$ cat src/rtl/ras_pkg.sv
package ras_pkg;

  typedef enum logic [1:0] {
    OP_IDLE    = 2'd0,
    OP_PUSH    = 2'd1,
    OP_POP     = 2'd2,
    OP_RESTORE = 2'd3
  } ras_op_e;

  // Priority: repair, then push, then pop (only when something is held).
  function automatic ras_op_e pick_op(input logic push, input logic pop_ok,
                                      input logic repair);
    if (repair)      return OP_RESTORE;
    else if (push)   return OP_PUSH;
    else if (pop_ok) return OP_POP;
    else             return OP_IDLE;
  endfunction

endpackage

$ cat src/rtl/ras_ctrl.sv
module ras_ctrl
  import ras_pkg::*;
#(
  parameter int DEPTH = 16,
  parameter int IDX_W = 4,
  parameter int CNT_W = 5
) (
  input  logic             clk,
  input  logic             rst_n,
  input  logic             push_i,
  input  logic             pop_i,
  input  logic             repair_i,
  input  logic [IDX_W-1:0] repair_idx_i,
  output logic [IDX_W-1:0] top_idx_o,
  output logic             empty_o,
  output ras_op_e          op_o,
  output logic             wr_en_o,
  output logic [IDX_W-1:0] wr_idx_o
);

  localparam logic [CNT_W-1:0] CNT_FULL = CNT_W'(DEPTH);
  localparam logic [IDX_W-1:0] IDX_LAST = IDX_W'(DEPTH - 1);
  localparam logic [CNT_W-1:0] CNT_ONE  = CNT_W'(1);

  logic [IDX_W-1:0] tp_q, tp_d;
  logic [CNT_W-1:0] cnt_q, cnt_d;
  logic             has_entry;

  function automatic logic [IDX_W-1:0] idx_up(input logic [IDX_W-1:0] i);
    return (i == IDX_LAST) ? '0 : i + IDX_W'(1);
  endfunction

  function automatic logic [IDX_W-1:0] idx_down(input logic [IDX_W-1:0] i);
    return (i == '0) ? IDX_LAST : i - IDX_W'(1);
  endfunction

  function automatic logic [CNT_W-1:0] cnt_up(input logic [CNT_W-1:0] c);
    return (c == CNT_FULL) ? CNT_FULL : c + CNT_ONE;
  endfunction

  function automatic logic [CNT_W-1:0] cnt_floor1(input logic [CNT_W-1:0] c);
    return (c == '0) ? CNT_ONE : c;
  endfunction

  assign has_entry = (cnt_q != '0);
  assign op_o      = pick_op(push_i, pop_i && has_entry, repair_i);

  always_comb begin
    tp_d     = tp_q;
    cnt_d    = cnt_q;
    wr_en_o  = 1'b0;
    wr_idx_o = idx_up(tp_q);
    case (op_o)
      OP_PUSH: begin
        tp_d    = idx_up(tp_q);
        cnt_d   = cnt_up(cnt_q);
        wr_en_o = 1'b1;
      end
      OP_POP: begin
        tp_d  = idx_down(tp_q);
        cnt_d = cnt_q - CNT_ONE;
      end
      OP_RESTORE: begin
        tp_d     = repair_idx_i;
        cnt_d    = cnt_floor1(cnt_q);
        wr_en_o  = 1'b1;
        wr_idx_o = repair_idx_i;
      end
      default: ;
    endcase
  end

  always_ff @(posedge clk) begin
    if (!rst_n) begin
      tp_q  <= IDX_LAST;
      cnt_q <= '0;
    end else begin
      tp_q  <= tp_d;
      cnt_q <= cnt_d;
    end
  end

  assign top_idx_o = tp_q;
  assign empty_o   = !has_entry;

endmodule

$ cat src/rtl/ras_store.sv
module ras_store #(
  parameter int DEPTH  = 16,
  parameter int IDX_W  = 4,
  parameter int ADDR_W = 32
) (
  input  logic              clk,
  input  logic              rst_n,
  input  logic              wr_en_i,
  input  logic [IDX_W-1:0]  wr_idx_i,
  input  logic [ADDR_W-1:0] wr_data_i,
  input  logic [IDX_W-1:0]  rd_idx_i,
  output logic [ADDR_W-1:0] rd_data_o
);

  logic [ADDR_W-1:0] slot_q [DEPTH];

  for (genvar g = 0; g < DEPTH; g++) begin : g_slot
    logic hit;
    assign hit = wr_en_i && (wr_idx_i == IDX_W'(g));
    always_ff @(posedge clk) begin
      if (!rst_n)   slot_q[g] <= '0;
      else if (hit) slot_q[g] <= wr_data_i;
    end
  end

  assign rd_data_o = slot_q[rd_idx_i];

endmodule

$ cat src/rtl/ras_top.sv
module ras_top
  import ras_pkg::*;
#(
  parameter int DEPTH      = 16,
  parameter int ADDR_W     = 32,
  parameter int INST_BYTES = 4
) (
  input  logic                       clk,
  input  logic                       rst_n,
  input  logic                       call_i,
  input  logic [ADDR_W-1:0]          call_pc_i,
  input  logic                       ret_i,
  input  logic                       rep_i,
  input  logic [$clog2(DEPTH)-1:0]   rep_idx_i,
  input  logic [ADDR_W-1:0]          rep_addr_i,
  output logic [ADDR_W-1:0]          top_addr_o,
  output logic [$clog2(DEPTH)-1:0]   top_idx_o,
  output logic                       empty_o
);

  localparam int IDX_W = $clog2(DEPTH);
  localparam int CNT_W = $clog2(DEPTH + 1);

  function automatic logic [ADDR_W-1:0] ret_addr(input logic [ADDR_W-1:0] pc);
    return pc + ADDR_W'(INST_BYTES);
  endfunction

  ras_op_e           op_w;
  logic              wr_en_w;
  logic [IDX_W-1:0]  wr_idx_w;
  logic [ADDR_W-1:0] wr_data_w;

  ras_ctrl #(.DEPTH(DEPTH), .IDX_W(IDX_W), .CNT_W(CNT_W)) u_ctrl (
    .clk          (clk),
    .rst_n        (rst_n),
    .push_i       (call_i),
    .pop_i        (ret_i),
    .repair_i     (rep_i),
    .repair_idx_i (rep_idx_i),
    .top_idx_o    (top_idx_o),
    .empty_o      (empty_o),
    .op_o         (op_w),
    .wr_en_o      (wr_en_w),
    .wr_idx_o     (wr_idx_w)
  );

  assign wr_data_w = (op_w == OP_RESTORE) ? rep_addr_i : ret_addr(call_pc_i);

  ras_store #(.DEPTH(DEPTH), .IDX_W(IDX_W), .ADDR_W(ADDR_W)) u_store (
    .clk       (clk),
    .rst_n     (rst_n),
    .wr_en_i   (wr_en_w),
    .wr_idx_i  (wr_idx_w),
    .wr_data_i (wr_data_w),
    .rd_idx_i  (top_idx_o),
    .rd_data_o (top_addr_o)
  );

endmodule

$ cat config.mk
export PLATFORM = sky130hd
export DESIGN_NAME = ras_top
export DESIGN_NICKNAME = d
export VERILOG_FILES = /design/src/rtl/ras_pkg.sv /design/src/rtl/ras_ctrl.sv /design/src/rtl/ras_store.sv /design/src/rtl/ras_top.sv
export SDC_FILE = /design/constraint.sdc
export NUM_CORES = 1
export LEC_CHECK = 0
export BUFFER_PORTS_ARGS = -buffer_cell sky130_fd_sc_hd__buf_2
export CORE_ASPECT_RATIO = 0.8
export CORE_UTILIZATION = 45
export DETAILED_ROUTE_END_ITERATION = 10
export GPL_TIMING_DRIVEN = 0
export HOLD_SLACK_MARGIN = 0.06
export PLACE_DENSITY_LB_ADDON = 0.12
export SETUP_SLACK_MARGIN = 0.1
export SYNTH_ARGS = -nofsm -noshare
export SYNTH_HDL_FRONTEND = slang
export SYNTH_SLANG_ARGS = --single-unit
$ cat constraint.sdc
create_clock -name clk -period 7.4 [get_ports clk]
set_input_delay 0.37 -clock clk [delete_from_list [all_inputs] [get_ports clk]]
set_output_delay 0.37 -clock clk [all_outputs]
set_load 0.005 [all_outputs]
==> flow_metrics.env, run 1 <==
export IMPL_drt_iter0_markers=1956
export IMPL_internal_power_mw=5.37
export IMPL_fin_skew_ps=8.78
export IMPL_p_per_area_nw_per_um2=255
export IMPL_synthCells=1656
export IMPL_hold_slack_ps=128
export IMPL_cp_end_kind="output port"
export IMPL_io_pins=110
export IMPL_vias_per_cell=6.11
export IMPL_cts_hold_buf=0
export IMPL_p_leak_nw=10.3
export IMPL_avgSynthCellArea_sq_um=14.6
export IMPL_fin_crit_ps=4170
export IMPL_start_util=0.459
export IMPL_die_w_microns=261
export IMPL_p_sw_frac=0.250
export IMPL_startpoint_type="flip-flop"
export IMPL_ys_types=65
export IMPL_wl_microns=75900
export IMPL_diodes=0
export IMPL_synth_area_leader_cell="edfxtp_1"
export IMPL_tightest_slew_ps=1300
export IMPL_finalSetupViolations=0
export IMPL_grt_remaining_overflow=0
export IMPL_die_h_microns=209
export IMPL_synth_fp_nets=1735
export IMPL_clkSlewWorstSetupHoldPaths_ps=60
export IMPL_worstSkewPairLatency_ps=590
export IMPL_final_common_cell="edfxtp_1"
export IMPL_power_frac_clock=0.380
export IMPL_combPwrFrac=0.134
export IMPL_drive_above_1_share=0.249
export IMPL_cp_max_fo=10
export IMPL_slew_viol_final=0
export IMPL_grt_pass1_wl_microns=108000
export IMPL_syn_area_sq_um=24200
export IMPL_final_nets=1920
export IMPL_maxCapViolCount=0
export IMPL_place_gp_congestion=0.847
export IMPL_drt_pass1_iterations=5
export IMPL_cts_root_buf="clkbuf_16"
export IMPL_rsz0062_at_grt="no"
export IMPL_crit_family="buffers and inverters"
export IMPL_synthTopCellsByArea="edfxtp_1 64%, mux4_2 15%, nor2_1 7.0%, clkbuf_1 1.6%, nor3_1 1.3%"
export IMPL_min_path_type="in2reg"
export IMPL_ir_drop_v=0.000193
export IMPL_area_growth_pct=15.9
export IMPL_fmax_mhz=240
export IMPL_yosys_warnings=0
export IMPL_grt_use_total=0.282
export IMPL_placed_area_sq_um=26300
export IMPL_grt_max_degree=21
export IMPL_cts_buffers=53
export IMPL_post_cts_resized=0
export IMPL_placementRows=75
export IMPL_wire_per_inst_microns=29.4
export IMPL_run_status="completed"
export IMPL_synth_edf_count=512
export IMPL_hold_violations=0
export IMPL_cp_required_ps=7030
export IMPL_p_sw_mw=1.79
export IMPL_fin_area_sq_um=28000
export IMPL_crit_arrival_ps=3800
export IMPL_h_tree_depth=2
export IMPL_final_cell_mix="512 x edfxtp_1, 449 x nor2_1, 160 x mux4_2"
export IMPL_grt_pass1_vias=15400
export IMPL_dp_hpwl_microns=52400
export IMPL_critPathKind="reg2out"
export IMPL_pwr_share_seq=0.486
export IMPL_cpPeakStageDelay_ps=980
export IMPL_ys_async_sr_fraction=0
export IMPL_ys_seq_area_frac=0.646
export IMPL_synth_ff_type="edfxtp_1"
export IMPL_cts_sinks=525
export IMPL_die_area_sq_um=54700
export IMPL_grt_antenna_before_repair=0
export IMPL_tritoncts="yes"
export IMPL_period_share=0.564
export IMPL_via_count=15800
export IMPL_synth_top_area_frac=0.636
export IMPL_clock_path_buffers=3
export IMPL_remaining_drc_errors=0
export IMPL_worst_path_most_repeated_cell="mux4_2"
export IMPL_crit_buf_inv=3
export IMPL_final_antenna_net_count=0
export IMPL_maxSlewHeadroom=0.131
export IMPL_finalCoreUtilization=0.532
export IMPL_cp_cell_sequence="clkbuf_1, buf_1, mux4_2, mux4_2, buf_2"
export IMPL_core_area_sq_um=52700
export IMPL_post_cts_repair_setup_buffers=0
export IMPL_place_port_buffers=108
export IMPL_synth_seq_cells=525
export IMPL_cp_slowest_cell="buf_1"
## cells in the mapped netlist (5+ instances only)
| cell | number |
|---|---|
| a21oi_1 | 15 |
| and3_1 | 8 |
| buf_1 | 7 |
| buf_2 | 20 |
| buf_4 | 5 |
| buf_6 | 7 |
| clkbuf_1 | 105 |
| dfxtp_1 | 13 |
| edfxtp_1 | 512 |
| ha_1 | 6 |
| inv_1 | 14 |
| mux2i_1 | 11 |
| mux4_2 | 160 |
| nand2_1 | 36 |
| nand2b_1 | 25 |
| nand3_1 | 14 |
| nand4_1 | 13 |
| nor2_1 | 449 |
| nor2_2 | 20 |
| nor3_1 | 63 |
| nor3b_1 | 22 |
| nor4_2 | 10 |
| o21ai_0 | 23 |
| o31a_1 | 12 |
| o31ai_4 | 10 |
| xnor2_1 | 7 |
| xor2_1 | 7 |
## metal layers
layer	routed length [microns]	global-route usage	vias to the layer above
met2	34800	0.433	824
met5	0	0	-
met4	3010	0.106	0
met1	31300	0.404	8160
li1	-	-	6629
met3	6800	0.0488	141
## metrics by stage
stage	power, mW	setup slack [ps]	std cells	TNS [ps]
2_1_floorplan	4.08	3200	1656	0
3_3_place_gp	4.46	-851	2457	-161400
3_5_place_dp	4.51	3420	2479	0
4_1_cts	7.17	3180	2579	0
5_1_grt	7.34	3120	2579	0
6_report	7.16	3230	2579	0
## cell type report
cell class	count	area, sq um
Clock inverter	38	329
Multi-Input combinational cell	972	8040
Sequential cell	525	15600
Buffer	144	637
Tap cell	693	867
Clock buffer	62	1400
Inverter	15	56.3
Timing Repair Buffer	130	1070
Fill cell	4464	24700
## final timing paths
check | startpoint | end | slack [ps] | depth (start not counted)
worst min register to register | u_ctrl.cnt_q[0] | u_ctrl.cnt_q[0] | 560 | 2
worst min-delay path | rst_n | u_ctrl.cnt_q[2] | 130 | 2
worst max register to register | u_ctrl.top_idx_o[1] | u_store.slot_q[1][27] | 3290 | 9
worst max-delay path | flip-flop | top_addr_o[3] | 3230 | 5
## power by group through the flow
stage               Combinational, mW  Sequential [mW]  Clock (mW)
finish                          0.961             3.48        2.72
global route                     1.01             3.50        2.83
CTS                             0.962             3.48        2.73
detailed placement              0.960             3.54           0
global placement                0.885             3.57           0
floorplan                       0.546             3.54           0
## logic make-up (layout without fill, tap and decap cells)
group / after synthesis / after routing / synth area share
simple gates: 684 / 684 / 0.129
flops: 525 / 525 / 0.646
mux: 172 / 172 / 0.154
buf+inv: 159 / 389 / 0.0287
compound gates: 96 / 96 / 0.0344
xor+xnor: 14 / 14 / 0.00507
fa+ha+maj: 6 / 6 / 0.00310
## registers in the layout, summed over array words and instances (netlist names), named ones only
signal / count
u_ctrl.cnt_q: 5
u_store.slot_q: 512
u_ctrl.top_idx_o: 4
Note: power is estimated with default switching activity, not from simulation.
==> inputs of run 2 (changes only) <==
==> constraint.sdc (replaced) <==
create_clock -name clk -period 3.9 [get_ports clk]
set_input_delay 0.195 -clock clk [delete_from_list [all_inputs] [get_ports clk]]
set_output_delay 0.195 -clock clk [all_outputs]
set_load 0.005 [all_outputs]
==> run 2 against run 1 <==
Against the previous run:
- die area stayed put
- worst setup slack got worse by 3100 ps
- clock power increased by 83%
- cell count grew 0.19%
- via count is 1.2% lower
- final area rose by 0.33%
- sequential share of layout area is 0.19 points lower
- routed wire length rose by 0.69%
- sequential power grew 90%
- largest cell class unchanged
- highest routed layer unchanged
==> flow_metrics.env, run 2 (synthesis gave the netlist of run 1 again) <==
export IMPL_rsz0062_at_grt="yes"
export IMPL_setup_ws_ps=126
export IMPL_finalSetupViolations=0
export IMPL_internal_power_mw=10.1
export IMPL_p_leak_nw=10.3
export IMPL_worstSkewPairLatency_ps=580
export IMPL_cts_sinks=525
export IMPL_grt_max_degree=21
export IMPL_vias_per_cell=6.03
export IMPL_cp_max_fo=10
export IMPL_ir_drop_v=0.000328
export IMPL_fin_skew_ps=8.75
export IMPL_tightest_slew_ps=1310
export IMPL_wire_per_inst_microns=29.6
export IMPL_grt_remaining_overflow=0
export IMPL_fin_tns_setup_ps=0
export IMPL_largest_reg_flops=512
export IMPL_crit_arrival_ps=3580
export IMPL_core_area_sq_um=52700
export IMPL_run_status="completed"
export IMPL_h_tree_depth=2
export IMPL_via_count=15600
export IMPL_place_port_buffers=108
export IMPL_cts_root_buf="clkbuf_16"
export IMPL_p_per_area_nw_per_um2=478
export IMPL_period_share=0.968
export IMPL_grt_pass1_vias=15700
export IMPL_hold_path_startpoint="rep_addr_i[5]"
export IMPL_die_h_microns=209
export IMPL_remaining_drc_errors=0
export IMPL_p_sw_frac=0.251
export IMPL_total_power_mw=13.4
export IMPL_fillCellCount=4457
export IMPL_fin_crit_ps=3770
export IMPL_place_gp_congestion=0.842
export IMPL_final_nets=1927
export IMPL_final_antenna_net_count=0
export IMPL_min_path_type="in2reg"
export IMPL_drt_iter0_markers=1946
export IMPL_drt_pass1_iterations=7
export IMPL_fmax_mhz=265
export IMPL_io_pins=110
export IMPL_grt_use_total=0.285
export IMPL_p_sw_mw=3.37
export IMPL_placementRows=75
export IMPL_die_area_sq_um=54700
export IMPL_finalCoreUtilization=0.533
export IMPL_startpoint_type="flip-flop"
export IMPL_drive_above_1_share=0.256
export IMPL_slew_viol_final=0
export IMPL_tritoncts="yes"
export IMPL_final_cell_mix="512 x edfxtp_1, 449 x nor2_1, 160 x mux4_2"
export IMPL_area_growth_pct=16.3
export IMPL_cp_cell_sequence="clkbuf_1, clkbuf_1, mux4_2, mux4_2, buf_2"
export IMPL_clkSlewWorstSetupHoldPaths_ps=60
export IMPL_maxSlewHeadroom=0.129
export IMPL_cts_buffers=53
export IMPL_post_cts_repair_setup_buffers=0
export IMPL_regToRegStartpoint="u_ctrl.top_idx_o[0]"
export IMPL_final_common_cell="edfxtp_1"
export IMPL_multiInputGateArea_sq_um=8040
export IMPL_dp_hpwl_microns=52500
export IMPL_largest_register="u_store.slot_q"
export IMPL_critPathKind="reg2out"
export IMPL_maxCapViolCount=0
export IMPL_cpPeakStageDelay_ps=930
export IMPL_dp_slack_ps=-39.5
export IMPL_pwr_share_seq=0.492
export IMPL_hold_violations=0
export IMPL_placed_area_sq_um=26300
export IMPL_cp_end_kind="output port"
export IMPL_power_frac_clock=0.371
export IMPL_fin_area_sq_um=28100
export IMPL_cp_required_ps=3700
export IMPL_combPwrFrac=0.137
export IMPL_cp_slowest_cell="clkbuf_1"
export IMPL_clock_path_buffers=3
export IMPL_grt_antenna_before_repair=0
export IMPL_start_util=0.459
export IMPL_wl_microns=76400
export IMPL_regArea_sq_um=15600
export IMPL_die_w_microns=261
export IMPL_grt_pass1_wl_microns=109000
-- run 2: cell types whose count changed in the layout (fill, tap and decap cells not counted) --
cell,previous run,this run
buf_16,12,14
clkbuf_2,0,8
clkdlybuf4s15_2,0,6
buf_1,7,2
clkinv_1,19,16
diode_2,0,2
clkbuf_1,112,103
dlygate4sd3_1,0,6
bufinv_16,6,4
buf_12,10,9
clkdlybuf4s15_1,0,1
-- run 2: critical path, delay by kind of cell (launching register included) --
| family | cells | cell delay [ps] |
|---|---|---|
| multiplexers | 2 | 970 |
| flip-flops | 1 | 330 |
| buffers and inverters | 3 | 1700 |
-- run 2: timing repair --
action                                  CTS  global route
endpoints found under the hold margin    13             0
gates resized for setup                  14            19
endpoints found under the setup margin   94           110
hold buffers                              6             0
-- run 2: worst paths after layout --
| path | end | cells past startpoint | slack [ps] |
|---|---|---|---|
| max | top_addr_o[26] | 5 | 130 |
| min | u_store.slot_q[14][5] | 3 | 80 |
| max reg2reg | u_store.slot_q[0][19] | 9 | 210 |
| min reg2reg | u_ctrl.cnt_q[0] | 2 | 570 |
-- run 2: final cells by class --
type,instances,share of cell area
clock buffers,63,0.0500
plain buffers,144,0.0248
well taps,693,0.0308
diodes,2,0.000178
multi-input cells,972,0.286
clock inverters,33,0.00916
inverters,15,0.00200
repair buffers,137,0.0414
flip-flops and latches,525,0.556
-- run 2: power by group through the flow --
stage / Clock (mW) / Sequential [mW] / Combinational (mW)
5_1_grt: 5.23 / 6.63 / 1.94
3_5_place_dp: 0 / 6.73 / 1.83
2_1_floorplan: 0 / 6.71 / 1.04
3_3_place_gp: 0 / 6.77 / 1.68
4_1_cts: 5.03 / 6.61 / 1.84
6_report: 4.99 / 6.61 / 1.84
-- run 2: metrics by stage --
stage / hold slack, ps / std cells
final: 76.1 / 2584
after global routing: 83.1 / 2582
after CTS: 61.3 / 2582
after detailed placement: 549 / 2480
after global placement: 527 / 2457
after floorplan: 317 / 1656
-- run 2: per-layer routing --
metal,track usage,wire length [microns],up-vias
li1,-,-,6649
met1,0.406,31600,8046
met2,0.442,35400,746
met3,0.0412,6170,130
met4,0.113,3230,0
met5,0,0,-
==> inputs of run 3 (changes only) <==
--- a/config.mk
+++ b/config.mk
@@ -9,10 +9,10 @@
 export CORE_ASPECT_RATIO = 0.8
 export CORE_UTILIZATION = 45
 export DETAILED_ROUTE_END_ITERATION = 10
-export GPL_TIMING_DRIVEN = 0
 export HOLD_SLACK_MARGIN = 0.06
 export PLACE_DENSITY_LB_ADDON = 0.12
 export SETUP_SLACK_MARGIN = 0.1
+export SKIP_LAST_GASP = 1
 export SYNTH_ARGS = -nofsm -noshare
 export SYNTH_HDL_FRONTEND = slang
 export SYNTH_SLANG_ARGS = --single-unit
==> run 3 against run 2 <==
Against the previous run:
- fmax is 22% higher
- global-route usage shrank 1.6 points
- hold slack better by 39 ps
- sequential share of layout area increased by 1.2 points
- cell count decreased by 3.4%
- die area unchanged
- highest routed layer is now met5
- sequential cell count stayed put
- clock power down 4%
==> flow_metrics.env, run 3 (synthesis gave the netlist of run 1 again) <==
export IMPL_grt_antenna_before_repair=2
export IMPL_regToRegStartpoint="u_ctrl.top_idx_o[0]"
export IMPL_crit_arrival_ps=2900
export IMPL_io_pins=110
export IMPL_finalCoreUtilization=0.522
export IMPL_place_port_buffers=109
export IMPL_diodes=0
export IMPL_fin_skew_ps=13.2
export IMPL_start_util=0.459
export IMPL_ir_drop_v=0.000313
export IMPL_grt_max_degree=53
export IMPL_placementRows=75
export IMPL_slew_viol_final=0
export IMPL_cts_root_buf="clkbuf_16"
export IMPL_maxSlewHeadroom=0.255
export IMPL_p_sw_frac=0.251
export IMPL_cp_required_ps=3700
export IMPL_via_count=15100
export IMPL_grt_pass1_vias=15200
export IMPL_die_w_microns=261
export IMPL_fin_tns_setup_ps=0
export IMPL_fmax_mhz=323
export IMPL_area_growth_pct=13.9
export IMPL_wire_per_inst_microns=28.8
export IMPL_combPwrFrac=0.129
export IMPL_p_leak_nw=10.1
export IMPL_final_cell_mix="512 x edfxtp_1, 449 x nor2_1, 160 x mux4_2"
export IMPL_instances_no_fill=2495
export IMPL_core_area_sq_um=52700
export IMPL_dp_hpwl_microns=42500
export IMPL_grt_use_total=0.269
export IMPL_remaining_drc_errors=0
export IMPL_period_share=0.793
export IMPL_finalSetupViolations=0
export IMPL_startpoint_type="flip-flop"
export IMPL_tritoncts="yes"
export IMPL_die_area_sq_um=54700
export IMPL_dp_slack_ps=914
export IMPL_h_tree_depth=2
export IMPL_worst_path_most_repeated_cell="mux4_2"
export IMPL_multiInputGateArea_sq_um=8080
export IMPL_final_antenna_net_count=0
export IMPL_crit_buf_inv=2
export IMPL_largest_reg_flops=512
export IMPL_critPathKind="reg2out"
export IMPL_internal_power_mw=9.83
export IMPL_power_frac_clock=0.365
export IMPL_hold_violations=0
export IMPL_die_h_microns=209
export IMPL_clock_path_buffers=3
export IMPL_clkSlewWorstSetupHoldPaths_ps=60
export IMPL_regArea_sq_um=15600
export IMPL_grt_remaining_overflow=0
export IMPL_drive_above_1_share=0.281
export IMPL_p_sw_mw=3.30
export IMPL_tightest_slew_ps=1110
export IMPL_fin_area_sq_um=27600
export IMPL_cp_end_kind="output port"
export IMPL_final_common_cell="edfxtp_1"
export IMPL_fin_crit_ps=3090
export IMPL_drt_iter0_markers=1838
export IMPL_p_per_area_nw_per_um2=477
export IMPL_total_power_mw=13.1
export IMPL_cp_cell_sequence="buf_4, mux4_2, mux4_2, buf_2"
export IMPL_largest_register="u_store.slot_q"
export IMPL_worstSkewPairLatency_ps=600
export IMPL_rsz0062_at_grt="no"
export IMPL_cpPeakStageDelay_ps=680
export IMPL_grt_pass1_wl_microns=104000
export IMPL_run_status="completed"
export IMPL_crit_family="multiplexers"
export IMPL_cts_sinks=525
export IMPL_setup_ws_ps=807
export IMPL_fillCellCount=4446
export IMPL_min_path_type="in2reg"
export IMPL_cp_slowest_cell="dfxtp_4"
export IMPL_drt_pass1_iterations=7
export IMPL_cts_buffers=54
export IMPL_wl_microns=71700
export IMPL_final_nets=1845
export IMPL_place_inst=2394
export IMPL_hold_slack_ps=115
export IMPL_hold_path_startpoint="rep_addr_i[10]"
export IMPL_maxCapViolCount=0
export IMPL_vias_per_cell=6.06
export IMPL_place_gp_congestion=0.811
export IMPL_pwr_share_seq=0.506
export IMPL_cp_max_fo=26
export IMPL_post_cts_repair_setup_buffers=0
export IMPL_placed_area_sq_um=25900
## run 3: cell type report
class,count,area share
clock buffer,68,0.0517
clock inverter,24,0.00504
inverter,15,0.00204
multi-input combinational,972,0.293
sequential,525,0.568
tap,693,0.0315
timing repair buffer,198,0.0486
## run 3: power by group through the flow
stage	registers [mW]	clock network (mW)	logic [mW]
finish	6.65	4.79	1.70
global route	6.68	5.03	1.80
CTS	6.65	4.84	1.71
detailed placement	6.77	0	1.70
global placement	6.75	0	1.69
floorplan	6.71	0	1.04
## run 3: repair_timing
action	CTS	global route
hold endpoints to repair	12	0
hold buffers	9	0
resized for setup	0	0
## run 3: path summary, 6_finish.rpt
path,end,slack [ps],depth (start not counted)
setup / recovery,top_addr_o[15],810,4
hold / removal,u_store.slot_q[3][10],110,4
setup reg to reg,u_store.slot_q[13][19],860,8
hold reg to reg,u_ctrl.cnt_q[0],560,2
## run 3: metal layers
metal | routed length (microns) | global-route usage
met2 | 34900 | 0.432
met4 | 1470 | 0.0678
met3 | 5550 | 0.0373
met5 | 14 | 0
met1 | 29900 | 0.388
## run 3: worst register-to-register path, stage by stage (launching register included)
cell,delay [ps]
dfxtp_1,490
inv_1,120
ha_1,340
nor3b_1,230
o21ai_0,180
nor2_1,470
nand2_2,520
buf_4,420
nor2_1,130
